==> src/rtl/pmc_pkg.sv <==
package pmc_pkg;

   typedef enum logic [2:0] {
      ST_RUN   = 3'd0,
      ST_IDLE  = 3'd1,
      ST_STOP  = 3'd2,
      ST_LOCK  = 3'd3,
      ST_SLEEP = 3'd4,
      ST_PWRUP = 3'd5
   } pmc_state_e;

   localparam logic [1:0] MODE_NORMAL = 2'b00;
   localparam logic [1:0] MODE_IDLE   = 2'b01;
   localparam logic [1:0] MODE_STOP   = 2'b10;
   localparam logic [1:0] MODE_SLEEP  = 2'b11;

   function automatic logic [1:0] mode_of(input pmc_state_e st);
      case (st)
         ST_IDLE:           return MODE_IDLE;
         ST_STOP, ST_LOCK:  return MODE_STOP;
         ST_SLEEP, ST_PWRUP: return MODE_SLEEP;
         default:           return MODE_NORMAL;
      endcase
   endfunction

endpackage

==> src/rtl/pmc_gate_en.sv <==
module pmc_gate_en #(
   parameter bit RST_VAL = 1'b1
) (
   input  logic clk_i,
   input  logic rst_ni,
   input  logic en_i,
   output logic en_o
);

   // Retime on the falling edge: the enable moves only while the clock is low.
   always_ff @(negedge clk_i or negedge rst_ni) begin
      if (!rst_ni) en_o <= RST_VAL;
      else         en_o <= en_i;
   end

   always @(en_o) begin
      if (rst_ni) begin
         a_r10_low_change: assert (clk_i == 1'b0)
            else $error("R10: gate enable moved while clock high");
      end
   end

endmodule

==> src/rtl/pmc_seq_fsm.sv <==
module pmc_seq_fsm
   import pmc_pkg::*;
#(
   parameter int NUM_IRQ    = 8,
   parameter int LOCK_W     = 8,
   parameter int RST_CYCLES = 16
) (
   input  logic              clk_i,
   input  logic              rst_ni,
   input  logic              mode_we_i,
   input  logic [1:0]        mode_code_i,
   input  logic [NUM_IRQ-1:0] irq_i,
   input  logic [NUM_IRQ-1:0] irq_en_i,
   input  logic              wake_i,
   input  logic [LOCK_W-1:0] lock_cycles_i,
   output pmc_state_e        state_o,
   output logic              sleep_exit_o
);

   localparam int RST_W = $clog2(RST_CYCLES);
   localparam int CNT_W = (LOCK_W > RST_W) ? LOCK_W : RST_W;
   localparam logic [CNT_W-1:0] RST_LAST = CNT_W'(RST_CYCLES - 1);

   if (NUM_IRQ < 1) begin : g_bad_irq
      $error("NUM_IRQ must be at least 1");
   end
   if (RST_CYCLES < 2) begin : g_bad_rst
      $error("RST_CYCLES must be at least 2");
   end

   pmc_state_e       st_q;
   logic [CNT_W-1:0] cnt_q;
   logic             exit_q;
   logic             irq_hit;
   logic [CNT_W-1:0] lock_last;

   assign irq_hit   = |(irq_i & irq_en_i);
   assign lock_last = (lock_cycles_i == '0) ? '0 : (CNT_W'(lock_cycles_i) - 1'b1);

   always_ff @(posedge clk_i or negedge rst_ni) begin
      if (!rst_ni) begin
         st_q   <= ST_RUN;
         cnt_q  <= '0;
         exit_q <= 1'b0;
      end else begin
         case (st_q)
            ST_RUN: begin
               if (mode_we_i) begin
                  exit_q <= 1'b0;
                  case (mode_code_i)
                     MODE_IDLE:  st_q <= ST_IDLE;
                     MODE_STOP:  st_q <= ST_STOP;
                     MODE_SLEEP: st_q <= ST_SLEEP;
                     default:    st_q <= ST_RUN;
                  endcase
               end
            end
            ST_IDLE: if (irq_hit) st_q <= ST_RUN;
            ST_STOP: begin
               if (wake_i) begin
                  st_q  <= ST_LOCK;
                  cnt_q <= lock_last;
               end
            end
            ST_LOCK: begin
               if (cnt_q == '0) st_q <= ST_RUN;
               else             cnt_q <= cnt_q - 1'b1;
            end
            ST_SLEEP: begin
               if (wake_i) begin
                  st_q  <= ST_PWRUP;
                  cnt_q <= RST_LAST;
               end
            end
            ST_PWRUP: begin
               if (cnt_q == '0) begin
                  st_q   <= ST_RUN;
                  exit_q <= 1'b1;
               end else begin
                  cnt_q <= cnt_q - 1'b1;
               end
            end
            default: st_q <= ST_RUN;
         endcase
      end
   end

   assign state_o      = st_q;
   assign sleep_exit_o = exit_q;

   a_r2_write_takes: assert property (@(posedge clk_i) disable iff (!rst_ni)
      (st_q == ST_RUN && mode_we_i) |=> (mode_of(st_q) == $past(mode_code_i)));

   a_r5_idle_exit: assert property (@(posedge clk_i) disable iff (!rst_ni)
      (st_q == ST_IDLE && irq_hit) |=> (st_q == ST_RUN));

   a_r6_stop_holds: assert property (@(posedge clk_i) disable iff (!rst_ni)
      (st_q == ST_STOP && !wake_i) |=> (st_q == ST_STOP));

   a_r7_lock_holds: assert property (@(posedge clk_i) disable iff (!rst_ni)
      (st_q == ST_LOCK && cnt_q != '0) |=> (st_q == ST_LOCK));

   a_r8_sleep_holds: assert property (@(posedge clk_i) disable iff (!rst_ni)
      (st_q == ST_SLEEP && !wake_i) |=> (st_q == ST_SLEEP));

endmodule

==> src/rtl/pmc_power_seq.sv <==
module pmc_power_seq
   import pmc_pkg::*;
#(
   parameter int NUM_PERIPH = 8,
   parameter int NUM_IRQ    = 8,
   parameter int LOCK_W     = 8,
   parameter int RST_CYCLES = 16
) (
   input  logic                  clk_i,
   input  logic                  rst_ni,
   input  logic                  mode_we_i,
   input  logic [1:0]            mode_code_i,
   input  logic                  cfg_we_i,
   input  logic [NUM_PERIPH-1:0] cfg_gate_mask_i,
   input  logic                  cfg_slow_i,
   input  logic [LOCK_W-1:0]     lock_cycles_i,
   input  logic [NUM_IRQ-1:0]    irq_i,
   input  logic [NUM_IRQ-1:0]    irq_en_i,
   input  logic                  wake_i,
   output logic                  cpu_clk_en_o,
   output logic                  ahb_clk_en_o,
   output logic                  apb_clk_en_o,
   output logic [NUM_PERIPH-1:0] periph_clk_en_o,
   output logic                  pll_main_en_o,
   output logic                  pll_aux_en_o,
   output logic                  slow_bypass_o,
   output logic                  core_pwr_off_o,
   output logic                  core_rst_no,
   output logic                  busy_o,
   output logic [1:0]            mode_o,
   output logic                  sleep_exit_o
);

   localparam int NUM_SYS   = 3;
   localparam int NUM_GATES = NUM_SYS + NUM_PERIPH;

   if (NUM_PERIPH < 1 || NUM_PERIPH > 32) begin : g_bad_periph
      $error("NUM_PERIPH must be within 1..32");
   end
   if (LOCK_W < 1) begin : g_bad_lock
      $error("LOCK_W must be at least 1");
   end

   pmc_state_e            st;
   logic [NUM_PERIPH-1:0] mask_q;
   logic                  slow_q;
   logic                  run_on, bus_on, pll_on;
   logic [NUM_GATES-1:0]  gate_d, gate_q;

   pmc_seq_fsm #(
      .NUM_IRQ    (NUM_IRQ),
      .LOCK_W     (LOCK_W),
      .RST_CYCLES (RST_CYCLES)
   ) fsm_i (
      .clk_i         (clk_i),
      .rst_ni        (rst_ni),
      .mode_we_i     (mode_we_i),
      .mode_code_i   (mode_code_i),
      .irq_i         (irq_i),
      .irq_en_i      (irq_en_i),
      .wake_i        (wake_i),
      .lock_cycles_i (lock_cycles_i),
      .state_o       (st),
      .sleep_exit_o  (sleep_exit_o)
   );

   // Configuration: accepted only while the CPU runs in normal mode.
   always_ff @(posedge clk_i or negedge rst_ni) begin
      if (!rst_ni) begin
         mask_q <= '1;
         slow_q <= 1'b0;
      end else if (cfg_we_i && st == ST_RUN) begin
         mask_q <= cfg_gate_mask_i;
         slow_q <= cfg_slow_i;
      end
   end

   assign run_on = (st == ST_RUN);
   assign bus_on = (st == ST_RUN) || (st == ST_IDLE);
   assign pll_on = !((st == ST_STOP) || (st == ST_SLEEP));

   assign gate_d[0] = run_on;
   assign gate_d[1] = bus_on;
   assign gate_d[2] = bus_on;
   assign gate_d[NUM_GATES-1:NUM_SYS] = mask_q & {NUM_PERIPH{bus_on}};

   for (genvar g = 0; g < NUM_GATES; g++) begin : g_gate
      pmc_gate_en #(.RST_VAL(1'b1)) gate_i (
         .clk_i  (clk_i),
         .rst_ni (rst_ni),
         .en_i   (gate_d[g]),
         .en_o   (gate_q[g])
      );
   end

   assign cpu_clk_en_o    = gate_q[0];
   assign ahb_clk_en_o    = gate_q[1];
   assign apb_clk_en_o    = gate_q[2];
   assign periph_clk_en_o = gate_q[NUM_GATES-1:NUM_SYS];

   assign pll_main_en_o  = pll_on;
   assign pll_aux_en_o   = pll_on;
   assign slow_bypass_o  = slow_q;
   assign core_pwr_off_o = (st == ST_SLEEP);
   assign core_rst_no    = !((st == ST_SLEEP) || (st == ST_PWRUP));
   assign busy_o         = (st != ST_RUN);
   assign mode_o         = mode_of(st);

   a_r7_lock_gated: assert property (@(posedge clk_i) disable iff (!rst_ni)
      (st == ST_LOCK) |-> (gate_q == '0));

   a_r9_pwrup_gated: assert property (@(posedge clk_i) disable iff (!rst_ni)
      (st == ST_PWRUP) |-> (gate_q == '0));

   a_r9_exit_flag: assert property (@(posedge clk_i) disable iff (!rst_ni)
      $rose(core_rst_no) |-> sleep_exit_o);

   a_r8_power_cut: assert property (@(posedge clk_i) disable iff (!rst_ni)
      core_pwr_off_o |-> (!cpu_clk_en_o || $past(st) == ST_RUN));

endmodule

==> config.mk <==
export PLATFORM = sky130hd
export DESIGN_NAME = pmc_power_seq
export DESIGN_NICKNAME = d
export VERILOG_FILES = /design/src/rtl/pmc_pkg.sv /design/src/rtl/pmc_gate_en.sv /design/src/rtl/pmc_seq_fsm.sv /design/src/rtl/pmc_power_seq.sv
export SDC_FILE = /design/constraint.sdc
export NUM_CORES = 1
export LEC_CHECK = 0
export ABC_AREA = 0
export BUFFER_PORTS_ARGS = -buffer_cell sky130_fd_sc_hd__buf_2
export CAP_MARGIN = 20
export CORE_MARGIN = 5
export CORE_UTILIZATION = 40
export CTS_CLUSTER_DIAMETER = 30
export DETAILED_ROUTE_END_ITERATION = 10
export GPL_TIMING_DRIVEN = 0
export PLACE_DENSITY = 0.66
export SLEW_MARGIN = 5
export SYNTH_ARGS = -nofsm -noshare
export SYNTH_HDL_FRONTEND = slang
export SYNTH_SLANG_ARGS = --single-unit
==> constraint.sdc <==
create_clock -name clk_i -period 1.9 [get_ports clk_i]
set_input_delay 0.38 -clock clk_i [delete_from_list [all_inputs] [get_ports clk_i]]
set_output_delay 0.38 -clock clk_i [all_outputs]
set_load 0.01 [all_outputs]
==> impl_metrics.ini <==
[clock_network]
worstSkewPairLatency_ns = 0.35
cts_tree = yes
cts_made_buffers = 5
cts_sinks = 31
htree_levels = 2
path_clk_slew_ns = 0.07
root_buffer = clkbuf_8
postCtsHoldBufs = 0
cts_buffer_depth = 2

[routing]
routed_via_density = 4.97
wl_per_cell_um = 13.5
ant_nets = 0
drt_pass1_iterations = 4
vias = 1555
routed_wl_um = 4230
drt_iter0_markers = 37
drc_errors = 0

[synthesis]
syn_area_sq_um = 1780
ys_seq_area_share_pct = 44.9
synth_edf_count = 0
synth_cell_types = 47
synth_top_family_by_area = simple AND/OR/NAND/NOR gates
syn_inst = 173
synth_mux_area_share_pct = 6.89
async_flop_share_pct = 100
yosys.area_share.simple_pct = 17.7
netlist.area_leader.share_pct = 26.6
synth_fp_nets = 217
avgSynthCellArea_sq_um = 10.3
synthXorXnorAreaFrac_pct = 3.45
ys_warn_count = 0
synth_area_leader_cell = dfstp_2
ys.flop_type = dfstp_2
synth-adder-area-share_pct = 2.81
synth_compound_area_share_pct = 15.8
synth-seq-cells = 31
synthTopCellsByArea = dfstp_2 27%, dfrtp_1 18%, mux2_2 6.3%, buf_4 4.6%, and2_1 3.2%

[outcome]
outcome = finished with violations
violations = negative setup slack

[pwr]
cellLeakagePower_nw = 1.23
p_comb_share_pct = 52.0
power.switching_mw = 1.53
power.share.sequential_pct = 29.7
peakVddDrop_mv = 0.562
powerDensity_nw_per_um2 = 1700
p_int_mw = 2.90
power_mw = 4.43
sw_frac_of_total_pct = 34.5
clockPowerShare_pct = 18.3

[grt]
grt_pass1_wl_um = 6780
grt_overflow_total = 0
grt.total_usage_pct = 13.8
grt_antenna_before_repair = 0
grt_max_degree = 32
grt_pass1_vias = 1496

[placement]
io_buffer_count = 59
gp_congestion = 0.737
hpwl_um = 3100
dpl-instance-area_sq_um = 2200

[floorplan]
row_count = 24
die_w_um = 76.7
die_y_um = 76.7
die_area_sq_um = 5880
start_util_pct = 41.1
ioPinCount = 60
core_sq_um = 4320

[timing]
fin_skew_ns = 0.0754
hold_violations = 0
relSlewSlack_pct = 55.4
finalSetupViolations = 18
rsz0062_at_grt = yes
fin_ws_ns = -0.471
slew_viol_final = 0
tightest_slew_ns = 0.668

[final_layout]
fillers = 377
antenna_cells = 0
area_delta_synth_final_pct = 46.3
final_cell_mix = 50 x buf_2, 18 x buf_4, 18 x dfstp_2
multi_input_area_sq_um = 921
postLayoutCellArea_sq_um = 2600
nets = 304
layout.cells.most_common = buf_2
seqCellArea_sq_um = 798
drive_gt1_share_pct = 58.2

[setup_path]
path_max_fanout = 2
r2r_cells = 5
endpoint_kind = primary output
arrival_ns = 1.99
timing.rr.start = fsm_i.state_o[1]
r2r-end = g_gate[7].gate_i.en_o
reg2reg_slack_ns = -0.01
crit_required_ns = 1.52
crit_start = g_gate[2].gate_i.en_o
cp-start-kind = register
path_class = reg2out

[hold_path]
min_path_type = in2async

[job]
cap_violations = 0
cell families after synthesis:
family,count (synthesis)
compound gates,38
xor+xnor,7
fa+ha+maj,4
buf+inv,28
flops,31
mux,11
simple gates,54
how the worst max path moves through the flow:
stage                   endpoint  slack, ns  depth (start not counted)
floorplan           apb_clk_en_o      -0.07                          1
global placement    apb_clk_en_o      -0.13                          2
detailed placement  apb_clk_en_o      -0.13                          2
CTS                 apb_clk_en_o      -0.48                          2
global route        apb_clk_en_o      -0.50                          2
finish              apb_clk_en_o      -0.47                          2
registers in the layout, summed over array words and instances (netlist names):
register	cells
g_gate.gate_i.en_o	10
mask_q	8
slow_bypass_o	1
fsm_i.cnt_q	8
fsm_i.state_o	3
fsm_i.sleep_exit_o	1
final cells by class:
type | instances | share of cell area [%]
plain buffers | 6 | 2.07
clock inverters | 12 | 2.93
flip-flops and latches | 31 | 30.7
multi-input cells | 114 | 35.4
inverters | 12 | 2.02
clock buffers | 6 | 3.60
repair buffers | 80 | 20.9
well taps | 52 | 2.50
per-layer routing:
metal	routed length (um)	vias to the layer above	GRT usage (%)
met1	1790	740	16.6
met5	0	-	0
li1	-	778	-
met2	2210	31	24.0
met4	59	0	4.72
met3	174	6	3.16
per-stage QoR:
stage                     worst slack (ns)  TNS, ns  std cells  hold WS (ns)  utilization [%]
final                               -0.471    -4.33        313         0.126             60.2
after CTS                           -0.478    -4.37        302         0.154             56.9
after global placement              -0.131    -2.05        284         0.446             50.8
after floorplan                    -0.0715   -0.235        173        0.0844                -
after detailed placement            -0.134    -2.27        284         0.452             50.8
after global routing                -0.498    -4.87        313         0.191             60.2
critical path, stage by stage (launching register included):
cell,delay [ns]
dfstp_2,0.53
buf_6,0.09
buf_6,0.08
repair_timing:
| item | CTS | global route |
|---|---|---|
| pin swaps | 3 | 13 |
| buffers inserted | 9 | 11 |
| gates cloned | 0 | 1 |
| gates resized for setup | 25 | 20 |
| setup endpoints to repair | 24 | 27 |
power groups by stage:
stage | sequential [mW] | combinational [mW] | clock (mW)
6_report | 1.32 | 2.30 | 0.810
5_1_grt | 1.35 | 2.52 | 0.870
4_1_cts | 1.31 | 2.00 | 0.821
3_5_place_dp | 1.31 | 1.76 | 0.0356
3_3_place_gp | 1.29 | 1.73 | 0.0356
2_1_floorplan | 1.28 | 1.30 | 0.0356
cell usage after synthesis, types with 2 or more instances:
| cell type | number |
|---|---|
| a22o_1 | 3 |
| nor2_1 | 11 |
| dfstp_2 | 18 |
| o22a_2 | 2 |
| inv_1 | 13 |
| o22ai_1 | 2 |
| xnor2_1 | 5 |
| a22oi_1 | 2 |
| buf_4 | 11 |
| o21ai_0 | 7 |
| ha_1 | 4 |
| dfrtp_1 | 13 |
| and2_1 | 9 |
| buf_2 | 4 |
| nand2_1 | 9 |
| o221a_2 | 2 |
| nand2b_1 | 2 |
| mux2_2 | 10 |
| nand3_1 | 3 |
| nor3b_1 | 2 |
| and3_1 | 2 |
| or3_1 | 2 |
| a21oi_1 | 8 |
| xor2_1 | 2 |
| nor3_1 | 5 |
Power figures use the tool's default switching activity.
